==> src/rtl/tm_pkg.sv <==
package tm_pkg;
  typedef enum logic [2:0] {
    ST_READY,
    ST_ARMED,
    ST_COUNT,
    ST_MEAS,
    ST_DONE
  } tm_state_e;

  // Enabled counts from the tick to the rising edge of the mark
  function automatic int unsigned mark_latency(input int unsigned delay);
    return delay + 1;
  endfunction
endpackage

==> src/rtl/tm_delay_regs.sv <==
module tm_delay_regs #(
  parameter int HALF_W = 16,
  localparam int DELAY_W = 2 * HALF_W
) (
  input  logic               clk,
  input  logic               rst_n,
  input  logic               wr_hi,
  input  logic               wr_lo,
  input  logic [HALF_W-1:0]  wr_data,
  input  logic               accept,
  output logic [DELAY_W-1:0] delay,
  output logic               arm_pulse,
  output logic               reject_pulse
);
  logic [HALF_W-1:0] hi_q, lo_q;

  assign arm_pulse    = wr_lo & accept;
  assign reject_pulse = wr_lo & ~accept;
  assign delay        = {hi_q, lo_q};

  always_ff @(posedge clk or negedge rst_n) begin
    if (!rst_n) begin
      hi_q <= '0;
      lo_q <= '0;
    end else begin
      if (wr_hi)     hi_q <= wr_data;
      if (arm_pulse) lo_q <= wr_data;
    end
  end

  // a rejected write leaves the stored lower half untouched
  a_r11_lo_kept: assert property (@(posedge clk) disable iff (!rst_n)
    reject_pulse |=> $stable(lo_q));
endmodule

==> src/rtl/tm_countdown.sv <==
module tm_countdown #(
  parameter int W = 32
) (
  input  logic         clk,
  input  logic         rst_n,
  input  logic         load,
  input  logic [W-1:0] load_val,
  input  logic         run,
  input  logic         cnt_en,
  output logic         expire
);
  logic [W-1:0] cnt_q;

  assign expire = run & cnt_en & (cnt_q == '0);

  always_ff @(posedge clk or negedge rst_n) begin
    if (!rst_n)                                cnt_q <= '0;
    else if (load)                             cnt_q <= load_val;
    else if (run && cnt_en && cnt_q != '0)     cnt_q <= cnt_q - 1'b1;
  end

  // no progress without the enable
  a_r4_cd_hold: assert property (@(posedge clk) disable iff (!rst_n)
    (!load && !cnt_en) |=> $stable(cnt_q));
endmodule

==> src/rtl/tm_pulse.sv <==
module tm_pulse #(
  parameter int LEN = 20,
  localparam int PW_W = (LEN > 1) ? $clog2(LEN) : 1
) (
  input  logic clk,
  input  logic rst_n,
  input  logic start,
  input  logic cnt_en,
  output logic mark
);
  logic [PW_W-1:0] pw_q;

  always_ff @(posedge clk or negedge rst_n) begin
    if (!rst_n) begin
      mark <= 1'b0;
      pw_q <= '0;
    end else if (start) begin
      mark <= 1'b1;
      pw_q <= '0;
    end else if (mark && cnt_en) begin
      if (pw_q == PW_W'(LEN - 1)) mark <= 1'b0;
      else                        pw_q <= pw_q + 1'b1;
    end
  end

  // the width counter never passes the programmed length
  a_r5_width_bound: assert property (@(posedge clk) disable iff (!rst_n)
    mark |-> (int'(pw_q) < LEN));
  // the pulse cannot end on an edge without the enable
  a_r5_fall_enabled: assert property (@(posedge clk) disable iff (!rst_n)
    $fell(mark) |-> $past(cnt_en));
endmodule

==> src/rtl/tm_prop_counter.sv <==
module tm_prop_counter #(
  parameter int W = 32
) (
  input  logic         clk,
  input  logic         rst_n,
  input  logic         start,
  input  logic         active,
  input  logic         fb_rise,
  input  logic         cnt_en,
  output logic [W-1:0] value,
  output logic         sat
);
  assign sat = &value;

  always_ff @(posedge clk or negedge rst_n) begin
    if (!rst_n)                                       value <= '0;
    else if (start)                                   value <= '0;
    else if (active && !fb_rise && cnt_en && !sat)    value <= value + 1'b1;
  end

  // once at the ceiling the count stays there until a new start
  a_r8_no_wrap: assert property (@(posedge clk) disable iff (!rst_n)
    (sat && !start) |=> sat);
  // the counter only moves while measuring or when started
  a_r6_idle_hold: assert property (@(posedge clk) disable iff (!rst_n)
    (!active && !start) |=> $stable(value));
endmodule

==> src/rtl/timemark_gen.sv <==
module timemark_gen #(
  parameter int HALF_W    = 16,
  parameter int PROP_W    = 32,
  parameter int PULSE_LEN = 20,
  localparam int DELAY_W  = 2 * HALF_W
) (
  input  logic              clk,
  input  logic              rst_n,
  input  logic              cnt_en,
  input  logic              tick,
  input  logic              wr_hi,
  input  logic              wr_lo,
  input  logic [HALF_W-1:0] wr_data,
  input  logic              rd_status,
  input  logic              rd_prop,
  input  logic              fb_in,
  output logic              mark_out,
  output logic              fb_ack,
  output logic              arm_err,
  output logic              gen_ready,
  output logic [PROP_W-1:0] prop_delay
);
  import tm_pkg::*;

  tm_state_e state_q, state_d;
  logic [DELAY_W-1:0] delay;
  logic arm_pulse, reject_pulse;
  logic cd_load, cd_expire;
  logic fb_q, fb_rise;
  logic prop_sat, meas_active;
  logic released_q;
  logic ack_q, err_q;

  assign gen_ready   = (state_q == ST_READY);
  assign cd_load     = (state_q == ST_ARMED) && tick;
  assign meas_active = (state_q == ST_MEAS);
  assign fb_rise     = fb_in & ~fb_q;
  assign fb_ack      = ack_q;
  assign arm_err     = err_q;

  tm_delay_regs #(.HALF_W(HALF_W)) u_regs (
    .clk(clk), .rst_n(rst_n), .wr_hi(wr_hi), .wr_lo(wr_lo), .wr_data(wr_data),
    .accept(gen_ready), .delay(delay), .arm_pulse(arm_pulse),
    .reject_pulse(reject_pulse)
  );

  tm_countdown #(.W(DELAY_W)) u_cd (
    .clk(clk), .rst_n(rst_n), .load(cd_load), .load_val(delay),
    .run(state_q == ST_COUNT), .cnt_en(cnt_en), .expire(cd_expire)
  );

  tm_pulse #(.LEN(PULSE_LEN)) u_pulse (
    .clk(clk), .rst_n(rst_n), .start(cd_expire), .cnt_en(cnt_en), .mark(mark_out)
  );

  tm_prop_counter #(.W(PROP_W)) u_prop (
    .clk(clk), .rst_n(rst_n), .start(cd_expire), .active(meas_active),
    .fb_rise(fb_rise), .cnt_en(cnt_en), .value(prop_delay), .sat(prop_sat)
  );

  always_comb begin
    state_d = state_q;
    unique case (state_q)
      ST_READY: if (arm_pulse) state_d = ST_ARMED;
      ST_ARMED: if (tick)      state_d = ST_COUNT;
      ST_COUNT: if (cd_expire) state_d = ST_MEAS;
      ST_MEAS:  if (fb_rise || prop_sat) state_d = ST_DONE;
      ST_DONE:  if (rd_prop && released_q) state_d = ST_READY;
      default:  state_d = ST_READY;
    endcase
  end

  always_ff @(posedge clk or negedge rst_n) begin
    if (!rst_n) begin
      state_q    <= ST_READY;
      fb_q       <= 1'b0;
      released_q <= 1'b0;
      ack_q      <= 1'b0;
      err_q      <= 1'b0;
    end else begin
      state_q <= state_d;
      fb_q    <= fb_in;
      if (meas_active && fb_rise) ack_q <= 1'b1;
      else if (rd_status)         ack_q <= 1'b0;
      if (reject_pulse)           err_q <= 1'b1;
      else if (rd_status)         err_q <= 1'b0;
      if (state_q == ST_DONE && rd_status)    released_q <= 1'b1;
      else if (state_d == ST_READY)           released_q <= 1'b0;
    end
  end

  // the mark only rises when the countdown expired the edge before
  a_r3_mark_cause: assert property (@(posedge clk) disable iff (!rst_n)
    $rose(mark_out) |-> $past(cd_expire));
  // acknowledge only follows a feedback edge
  a_r7_ack_cause: assert property (@(posedge clk) disable iff (!rst_n)
    $rose(fb_ack) |-> $past(fb_rise));
  // the measured value is frozen once measurement ended
  a_r7_frozen: assert property (@(posedge clk) disable iff (!rst_n)
    (state_q == ST_DONE) |=> $stable(prop_delay));
  // saturation without feedback ends with no acknowledge
  a_r8_sat_no_ack: assert property (@(posedge clk) disable iff (!rst_n)
    (meas_active && prop_sat && !fb_rise && !fb_ack) |=> !fb_ack);
  // re-enable only follows a prop read after release
  a_r10_reenable: assert property (@(posedge clk) disable iff (!rst_n)
    $rose(gen_ready) |-> ($past(rd_prop) && $past(released_q)));
  // a rejected arm write raises the error flag
  a_r11_err_set: assert property (@(posedge clk) disable iff (!rst_n)
    (wr_lo && !gen_ready) |=> arm_err);
  // an accepted arm write drops ready
  a_r2_arm_drop: assert property (@(posedge clk) disable iff (!rst_n)
    (wr_lo && gen_ready) |=> !gen_ready);
endmodule

==> config.mk <==
export PLATFORM = sky130hd
export DESIGN_NAME = timemark_gen
export DESIGN_NICKNAME = d
export VERILOG_FILES = /design/src/rtl/tm_pkg.sv /design/src/rtl/tm_delay_regs.sv /design/src/rtl/tm_countdown.sv /design/src/rtl/tm_pulse.sv /design/src/rtl/tm_prop_counter.sv /design/src/rtl/timemark_gen.sv
export SDC_FILE = /design/constraint.sdc
export NUM_CORES = 1
export LEC_CHECK = 0
export BUFFER_PORTS_ARGS = -buffer_cell sky130_fd_sc_hd__buf_2
export CORE_UTILIZATION = 30
export CTS_BUF_LIST = sky130_fd_sc_hd__clkbuf_8
export CTS_CLUSTER_SIZE = 10
export DETAILED_ROUTE_END_ITERATION = 6
export GPL_TIMING_DRIVEN = 0
export PLACE_DENSITY = 0.57
export SYNTH_ARGS = -nofsm -noshare
export SYNTH_HDL_FRONTEND = slang
export SYNTH_SLANG_ARGS = --single-unit
==> constraint.sdc <==
create_clock -name clk -period 3 [get_ports clk]
set_input_delay 0.45 -clock clk [delete_from_list [all_inputs] [get_ports clk]]
set_output_delay 0.45 -clock clk [all_outputs]
set_load 0.005 [all_outputs]
==> results of run 1 <==
-- registers in the layout, indices dropped and copies added (netlist names) --
| name | flops |
|---|---|
| u_regs.lo_q | 16 |
| u_cd.cnt_q | 32 |
| released_q | 1 |
| u_prop.value | 32 |
| fb_q | 1 |
| fb_ack | 1 |
| u_pulse.mark | 1 |
| u_pulse.pw_q | 5 |
| arm_err | 1 |
| u_regs.hi_q | 16 |
| state_q | 3 |
-- what timing repair did --
action | 4_1_cts | 5_1_grt
endpoints found under the hold margin | 0 | 0
setup buffers | 0 | 13
pin swaps | 0 | 8
cloned | 0 | 2
setup endpoints to repair | 22 | 49
resized for setup | 3 | 15
-- worst paths after layout --
check                                              endpoint  slack, ns  depth (start not counted)
worst max-delay path             u_cd.cnt_q[29]$_DFFE_PN0P_       0.04                          9
worst min-delay path            u_prop.value[1]$_DFFE_PN0P_       0.08                          1
worst max register to register   u_cd.cnt_q[29]$_DFFE_PN0P_       0.04                          9
worst min register to register   u_cd.cnt_q[29]$_DFFE_PN0P_       0.50                          2
max in group asynchronous        u_cd.cnt_q[24]$_DFFE_PN0P_       2.17                          2
min in group clk                             fb_q$_DFF_PN0_       0.17                          1
-- synth_stat cells, types with 3 or more instances --
library cell | instances | area, um^2
inv_1 | 11 | 41.29
a221o_1 | 4 | 40.04
nand4_1 | 6 | 37.54
xnor2_1 | 28 | 245.2
a32oi_1 | 3 | 26.28
ha_1 | 4 | 50.05
nand2_1 | 58 | 217.7
or3_1 | 3 | 18.77
o21ai_1 | 3 | 15.01
nor3_1 | 21 | 105.1
and3_1 | 9 | 56.30
or4_1 | 9 | 67.56
nor4_1 | 21 | 131.4
o21ai_0 | 12 | 60.06
o311ai_0 | 9 | 78.83
mux2_2 | 33 | 371.6
xor2_1 | 13 | 113.9
or4_4 | 3 | 33.78
buf_2 | 5 | 25.02
o211ai_1 | 9 | 67.56
a211oi_1 | 3 | 22.52
o22ai_1 | 4 | 25.02
dfrtp_1 | 109 | 2728
nand4b_1 | 4 | 35.03
nand3_1 | 30 | 150.1
nor2_1 | 61 | 229.0
a21oi_1 | 7 | 35.03
clkbuf_1 | 19 | 71.32
nand2b_1 | 4 | 25.02
-- power groups by stage --
stage               logic (W)  registers [W]  clock network [W]
floorplan             0.00100        0.00209                  0
global placement      0.00130        0.00217                  0
detailed placement    0.00134        0.00219                  0
global route          0.00168        0.00223           0.000983
finish                0.00153        0.00218           0.000890
CTS                   0.00136        0.00216           0.000925
-- cells by family (layout without fill, tap and decap cells) --
group,Yosys count,count (layout),share of synthesized area [%]
AOI/OAI and AO/OA,66,66,8.842
xor gates and xnor gates,41,41,6.608
adders and majority gates,4,4,0.9211
buffers and inverters,39,129,3.108
DFF,109,109,50.20
muxes,34,34,7.023
and+or+nand+nor,245,245,23.30
-- layout make-up --
type	count	share of cell area (%)
Sequential cell	109	42.43
Multi-Input combinational cell	390	40.12
Timing Repair Buffer	75	7.347
Tap cell	225	4.373
Buffer	27	2.157
Clock buffer	9	1.924
Clock inverter	7	1.011
Inverter	11	0.6414
-- worst reg2reg max path, cell delays in order, from the launching register on --
cell and delay, ns:
dfrtp_1 0.40, or4_4 0.53, buf_6 0.14, or4_4 0.52, or4_4 0.56, buf_8 0.17, a21oi_4 0.22, clkbuf_16 0.20
o21ai_1 0.07, nand3_1 0.08
-- metal layers --
layer	GRT usage, %	share of wire [%]	wire length, um
met4	5.741	1.4	199
met2	24.93	47	6531
met3	3.519	4.9	680
met1	20.05	46	6426
met5	0	0	0
-- per-stage QoR --
step	worst slack [ns]	power (W)
after floorplan	0.2743	0.003089
after CTS	0.01992	0.004449
after detailed placement	-0.03606	0.003533
after global placement	-0.006159	0.003462
final	0.04348	0.004601
after global routing	-0.03873	0.004892
==> results_dict.tcl, run 1 <==
set metrics [dict create \
    min_period_ns 2.957 \
    cts_tree "built" \
    start_kind "flip-flop" \
    power_frac_seq_pct 47.4 \
    place_area_um2 6041 \
    pin_count 61 \
    max_freq_ghz 0.3382 \
    cts.sinks 109 \
    ys_warn_count 0 \
    grt_pass1_wl_mm 22.51 \
    tightest_slew_ns 0.9384 \
    gp_congestion 0.8777 \
    cp_slowest_stage_delay_ns 0.56 \
    ys_types 56 \
    p_per_area_nw_per_um2 714.7 \
    via_per_inst 5.279 \
    holdWs_ns 0.08442 \
    antenna_found_initial 0 \
    dp_hpwl_mm 9.621 \
    rsz0062_at_grt "yes" \
    ys_ff_latch 109 \
    switching_share_pct 36.96 \
    multi_input_area_um2 2582 \
    hold_violations 0 \
    cts_made_buffers 9 \
    fin_skew_ns 0.009853 \
    fin_crit_sh_pct 98.55 \
    die_width_um 136.6 \
    p_clk_share_pct 19.3 \
    arrival_ns 3.29 \
    relSlewSlack_pct 36.86 \
    cp.required_ns 3.34 \
    clk_latency_ns 0.40 \
    maxCapViolations 0 \
    vias 4503 \
    crit_fanout 6 \
    area_delta_synth_final_pct 18.47 \
    cts_buffer_depth 2 \
    synth_edf_count 0 \
    synth_cells 538 \
    status "completed" \
    synth_nets 567 \
    ant_nets 0 \
    endpoint_kind "flip-flop" \
    die_y_um 136.6 \
    core_um2 17480 \
    avgSynthCellArea_um2 10.10 \
    synthesis.area_um2 5434 \
    path_buf_inv 3 \
    fin_cells 853 \
    cp_common_cell "or4_4" \
    synthFlopType "dfrtp_1" \
    finalInstanceArea_um2 6437 \
    cts_hold_buffers 0 \
    intPower_w 0.002900 \
    yosysSeqAreaShare_pct 50.20 \
    grt_use_total_pct 15.43 \
    routed_wl_mm 13.84 \
    clk_pin_slew_ns 0.11 \
    worstSetupPathType "flip-flop to flip-flop" \
    place_inst 823 \
    async_flop_share_pct 100.0 \
    nNetsFinal 652 \
    setup_viol 0 \
    gr-total-overflow 0 \
    drc 0 \
    hold_path.class "primary input to async pin" \
    reg2reg_from "u_cd.cnt_q[27]$_DFFE_PN0P_" \
    fill_cells 1759 \
    antenna_cells 0 \
    drtPass1Iterations 4 \
    cp-startpoint "u_cd.cnt_q[27]$_DFFE_PN0P_" \
    final_common_cell "dfrtp_1" \
    leakage_nw 2.770 \
    comb_power_share_pct 33.3 \
    drtIter0Drc 302 \
    crit_chain "or4_4, buf_6, or4_4, or4_4, buf_8, a21oi_4, clkbuf_16, o21ai_1, nand3_1" \
    grt_pass1_vias 4425 \
    seq_area_um2 2731 \
    start_util_pct 31.09 \
    cts_max_level 3 \
    worst_path_max_delay_cell "or4_4" \
    fp-row-count 48 \
    die_area_um2 18660 \
    drive_above_1_share_pct 24.52 \
    switchingPower_w 0.001701 \
    root_buffer "clkbuf_8" \
    peakVddDrop_mv 0.3581 \
    io_buffers 59 \
    grt_start_max_net_pins 58 \
    layout_common_cells "dfrtp_1 (106), nor2_1 (61), buf_2 (61)" \
    critPathTopFamily "simple AND/OR/NAND/NOR gates" \
    finish.utilization_pct 36.83 \
    wire_per_inst_um 16.22 \
    drv_slew 0 \
    setup_tns_ns 0 \
]
No activity file was read; power rests on OpenSTA's default activity.
==> inputs of run 2 (changes only) <==
--- a/config.mk
+++ b/config.mk
@@ -10,7 +10,7 @@
 export CTS_BUF_LIST = sky130_fd_sc_hd__clkbuf_8
 export CTS_CLUSTER_SIZE = 10
 export DETAILED_ROUTE_END_ITERATION = 6
-export GPL_TIMING_DRIVEN = 0
+export GPL_ROUTABILITY_DRIVEN = 0
 export PLACE_DENSITY = 0.57
 export SYNTH_ARGS = -nofsm -noshare
 export SYNTH_HDL_FRONTEND = slang
==> run 2 against run 1 <==
Against the previous run: sequential share of layout area up 0.65 points; critical path depth down 3; non-clock buffer count down 20; combinational power down 12%; clock-buffer cell count up 2; utilization down 0.60 points; final area down 1.6%; global-route usage down 0.62 points; setup slack better by 0.13 ns; first-iteration DRC count down 30%; sequential cell count unchanged.
==> results_dict.tcl, run 2 (synthesized netlist as in run 1, its figures left out) <==
set metrics [dict create \
    status "completed" \
    arrival_ns 3.08 \
    ant_nets 0 \
    layout_common_cells "dfrtp_1 (109), nor2_1 (60), buf_2 (59)" \
    max_freq_ghz 0.3533 \
    drv_slew 0 \
    holdWs_ns 0.03777 \
    cp.required_ns 3.25 \
    final_common_cell "dfrtp_1" \
    antenna_found_initial 0 \
    drtIter0Drc 212 \
    crit_chain "or4_1, or4_4, or4_4, nand3_1, o211ai_1, o311ai_0" \
    fin_skew_ns 0.01307 \
    crit_fanout 12 \
    grt_pass1_vias 4248 \
    io_buffers 60 \
    fp-row-count 48 \
    leakage_nw 2.735 \
    rsz0062_at_grt "no" \
    wire_per_inst_um 15.53 \
    endpoint_kind "flip-flop" \
    cts_made_buffers 9 \
    clk_pin_slew_ns 0.10 \
    cts_buffer_depth 2 \
    setup_viol 0 \
    min_period_ns 2.831 \
    clk_latency_ns 0.39 \
    worst_path_max_delay_cell "or4_4" \
    setup_tns_ns 0 \
    cts_tree "built" \
    root_buffer "clkbuf_8" \
    die_y_um 136.6 \
    cts.sinks 109 \
    grt_start_max_net_pins 68 \
    die_width_um 136.6 \
    cp_common_cell "or4_4" \
    path_buf_inv 0 \
    grt_pass1_wl_mm 21.38 \
    core_um2 17480 \
    grt_use_total_pct 14.81 \
    drive_above_1_share_pct 24.18 \
    vias 4290 \
    worstSetupPathType "flip-flop to flip-flop" \
    fin_crit_sh_pct 94.36 \
    tightest_slew_ns 0.9564 \
    p_per_area_nw_per_um2 720.2 \
    routed_wl_mm 12.94 \
    drc 0 \
    nNetsFinal 632 \
    critPathTopFamily "simple AND/OR/NAND/NOR gates" \
    dp_hpwl_mm 9.168 \
    fill_cells 1776 \
    antenna_cells 0 \
    peakVddDrop_mv 0.3957 \
    hold_violations 0 \
    area_delta_synth_final_pct 16.53 \
    cts_max_level 3 \
    top_regs "u_cd.cnt_q: 32 flops, u_prop.value: 32 flops" \
    start_util_pct 31.09 \
    die_area_um2 18660 \
    hold_path.class "primary input to async pin" \
    cp_slowest_stage_delay_ns 0.65 \
    maxCapViolations 0 \
    start_kind "flip-flop" \
    gr-total-overflow 0 \
    via_per_inst 5.150 \
    relSlewSlack_pct 36.00 \
    drtPass1Iterations 4 \
    pin_count 61 \
]
-- run 2: cell count changes in the layout (fill, tap and decap cells not counted), moves of 3 or more --
cell      previous run  this run
buf_4               15        21
dfrtp_2              3         0
dfrtp_1            106       109
inv_6                3         0
clkbuf_1            19         0
-- run 2: worst paths after layout --
check	from	endpoint	slack (ns)	depth (start not counted)
max in group asynchronous	rst_n	u_cd.cnt_q[21]$_DFFE_PN0P_	2.19	2
max	u_cd.cnt_q[24]$_DFFE_PN0P_	u_cd.cnt_q[18]$_DFFE_PN0P_	0.17	6
max reg2reg	u_cd.cnt_q[24]$_DFFE_PN0P_	u_cd.cnt_q[18]$_DFFE_PN0P_	0.17	6
min	rst_n	u_prop.value[19]$_DFFE_PN0P_	0.04	1
min reg2reg	u_regs.lo_q[11]$_DFFE_PN0P_	u_cd.cnt_q[11]$_DFFE_PN0P_	0.48	2
min in group clk	fb_in	fb_q$_DFF_PN0_	0.17	1
-- run 2: cell type report --
type | count | area [um^2] | share of cell area [%]
inverters | 11 | 41.29 | 0.6520
well taps | 225 | 281.5 | 4.446
multi-input cells | 390 | 2564 | 40.49
flip-flops and latches | 109 | 2728 | 43.07
clock inverters | 5 | 73.82 | 1.166
clock buffers | 11 | 151.4 | 2.391
repair buffers | 82 | 493.0 | 7.785
-- run 2: per-stage QoR --
stage,setup slack (ns),instances,total power [W],cell area [um^2],utilization (%)
2_1_floorplan,0.2743,538,0.003089,5434,-
3_3_place_gp,0.1727,814,0.003487,6082,34.80
5_1_grt,0.05952,833,0.004868,6332,36.23
6_report,0.1693,833,0.004561,6332,36.23
4_1_cts,0.09311,830,0.004561,6307,36.09
3_5_place_dp,0.1012,814,0.003538,6082,34.80
-- run 2: power breakdown --
| part | total, W | switching [W] | internal (W) |
|---|---|---|---|
| Clock | 0.00102 | 0.000507 | 0.000511 |
| Combinational | 0.00134 | 0.000695 | 0.000643 |
| Sequential | 0.00221 | 0.000361 | 0.00184 |
-- run 2: repair_timing --
item,in CTS,in global routing
endpoints found under the setup margin,0,3
hold buffers,0,0
gates resized for setup,0,1
setup buffers,0,3
-- run 2: routing by layer --
layer | up-vias | global-route usage [%] | wire, um | share of wire (%)
li1 | 2062 | - | - | -
met1 | 2100 | 19.22 | 5981 | 46
met2 | 109 | 23.69 | 6111 | 47
met3 | 19 | 4.074 | 658 | 5.1
met4 | 0 | 4.938 | 184 | 1.4
met5 | - | 0 | 0 | 0
==> inputs of run 3 (changes only) <==
--- a/config.mk
+++ b/config.mk
@@ -6,12 +6,14 @@
 export NUM_CORES = 1
 export LEC_CHECK = 0
 export BUFFER_PORTS_ARGS = -buffer_cell sky130_fd_sc_hd__buf_2
+export CELL_PAD_IN_SITES_DETAIL_PLACEMENT = 1
+export CELL_PAD_IN_SITES_GLOBAL_PLACEMENT = 2
 export CORE_UTILIZATION = 30
 export CTS_BUF_LIST = sky130_fd_sc_hd__clkbuf_8
 export CTS_CLUSTER_SIZE = 10
 export DETAILED_ROUTE_END_ITERATION = 6
 export GPL_ROUTABILITY_DRIVEN = 0
-export PLACE_DENSITY = 0.57
+export PLACE_DENSITY = 0.77
 export SYNTH_ARGS = -nofsm -noshare
 export SYNTH_HDL_FRONTEND = slang
 export SYNTH_SLANG_ARGS = --single-unit
==> run 3 against run 2 <==
Against the previous run: critical endpoint is now u_cd.cnt_q[7]$_DFFE_PN0P_; non-clock buffer count up 4; largest cell class unchanged; combinational power up 5%; clock-buffer cell count down 2; register-to-register slack worse by 0.02 ns; first-iteration DRC count down 23%; sequential share of layout area down 0.23 points.
==> results_dict.tcl, run 3 (synthesized netlist as in run 1, its figures left out) <==
set metrics [dict create \
    relSlewSlack_pct 27.92 \
    start_kind "flip-flop" \
    cp.required_ns 3.29 \
    crit_fanout 12 \
    antenna_cells 0 \
    cts_tree "built" \
    cp_common_cell "or4_4" \
    status "completed" \
    cts_max_level 3 \
    setup_viol 0 \
    leakage_nw 2.750 \
    drtPass1Iterations 4 \
    hold_violations 0 \
    setup_tns_ns 0 \
    maxCapViolations 0 \
    rsz0062_at_grt "no" \
    cts_buffer_depth 2 \
    fin_skew_ns 0.01359 \
    grt_pass1_wl_mm 24.83 \
    worst_path_max_delay_cell "or4_4" \
    grt_start_max_net_pins 79 \
    rr_worst_depth 6 \
    antenna_found_initial 0 \
    final_common_cell "dfrtp_1" \
    clk_pin_slew_ns 0.11 \
    cts_made_buffers 9 \
    pin_count 61 \
    vias 4446 \
    core_um2 17480 \
    root_buffer "clkbuf_8" \
    fp-row-count 48 \
    endpoint_kind "flip-flop" \
    die_area_um2 18660 \
    fill_cells 2009 \
    drv_slew 0 \
    ant_nets 0 \
    layout_common_cells "dfrtp_1 (109), nor2_1 (60), buf_2 (59)" \
    wire_per_inst_um 17.34 \
    via_per_inst 5.312 \
    area_delta_synth_final_pct 17.15 \
    hold_path.class "primary input to flip-flop" \
    nNetsFinal 636 \
    die_width_um 136.6 \
    dp_hpwl_mm 10.47 \
    finalPower_w 0.004602 \
    grt_pass1_vias 4797 \
    cp_slowest_stage_delay_ns 0.65 \
    min_path_cells 1 \
    worstSetupPathType "flip-flop to flip-flop" \
    arrival_ns 3.14 \
    p_per_area_nw_per_um2 722.9 \
    fin_crit_sh_pct 95.18 \
    cts.sinks 109 \
    drc 0 \
    start_util_pct 31.09 \
    peakVddDrop_mv 0.3327 \
    top_regs "u_cd.cnt_q: 32 flops, u_prop.value: 32 flops" \
    io_buffers 60 \
    clk_latency_ns 0.39 \
    grt_use_total_pct 17.02 \
    die_y_um 136.6 \
    routed_wl_mm 14.51 \
    crit_chain "or4_1, or4_4, or4_4, nand2_2, o21ai_0, a31o_2" \
    tightest_slew_ns 1.077 \
    drtIter0Drc 163 \
    max_freq_ghz 0.3502 \
    gr-total-overflow 0 \
    drive_above_1_share_pct 24.51 \
    min_period_ns 2.855 \
]
run 3: worst max-delay path: cells and delay by family (launching register included):
| family | cells | cell delay [ns] |
|---|---|---|
| AND/OR/NAND/NOR | 4 | 1.91 |
| flip-flops | 1 | 0.45 |
| AO/OA/AOI/OAI | 2 | 0.40 |
run 3: worst paths after layout:
path / from / slack (ns) / end
max reg2reg: u_cd.cnt_q[24]$_DFFE_PN0P_ / 0.14 / u_cd.cnt_q[7]$_DFFE_PN0P_
max in group asynchronous: rst_n / 1.67 / u_cd.cnt_q[30]$_DFFE_PN0P_
min reg2reg: u_regs.lo_q[5]$_DFFE_PN0P_ / 0.49 / u_cd.cnt_q[5]$_DFFE_PN0P_
min in group asynchronous: rst_n / 0.54 / u_prop.value[21]$_DFFE_PN0P_
min: fb_in / 0.18 / fb_q$_DFF_PN0_
max: u_cd.cnt_q[24]$_DFFE_PN0P_ / 0.14 / u_cd.cnt_q[7]$_DFFE_PN0P_
run 3: layer usage:
| layer | up-vias | part of all wire [%] | wire [um] | track usage [%] |
|---|---|---|---|---|
| met4 | 0 | 1.8 | 266 | 5.679 |
| li1 | 2080 | - | - | - |
| met1 | 2263 | 45 | 6565 | 21.39 |
| met3 | 18 | 3.4 | 493 | 3.222 |
| met5 | - | 0 | 0 | 0 |
| met2 | 85 | 50 | 7189 | 29.19 |
run 3: power breakdown:
part	internal, W	switching (W)	total (W)	leakage (nW)
Combinational	0.000664	0.000745	0.00141	1.25
Clock	0.000468	0.000523	0.000991	0.111
Sequential	0.00184	0.000358	0.00220	1.39
Total	0.00298	0.00163	0.00460	2.75
run 3: cell type report:
cell class,instances,area (um^2),share of cell area [%]
Inverter,11,41.29,0.6486
Clock buffer,9,123.9,1.946
Tap cell,225,281.5,4.422
Sequential cell,109,2728,42.85
Clock inverter,7,90.09,1.415
Timing Repair Buffer,86,538.0,8.451
Multi-Input combinational cell,390,2564,40.27
run 3: through the flow:
step	area [um^2]	std cells	utilization [%]	setup slack (ns)	hold WS (ns)
floorplan	5434	538	-	0.2743	0.1544
finish	6366	837	36.43	0.1446	0.1754
global route	6366	837	36.43	0.06095	0.1460
CTS	6336	835	36.25	0.05238	0.1520
detailed placement	6112	818	34.97	0.07328	0.4352
global placement	6112	818	34.97	0.1307	0.4270
run 3: what timing repair did:
| item | 4_1_cts | 5_1_grt |
|---|---|---|
| hold buffers | 1 | 0 |
| gates resized for setup | 0 | 1 |
| setup buffers | 0 | 2 |
| endpoints found under the hold margin | 12 | 0 |
| endpoints found under the setup margin | 0 | 8 |
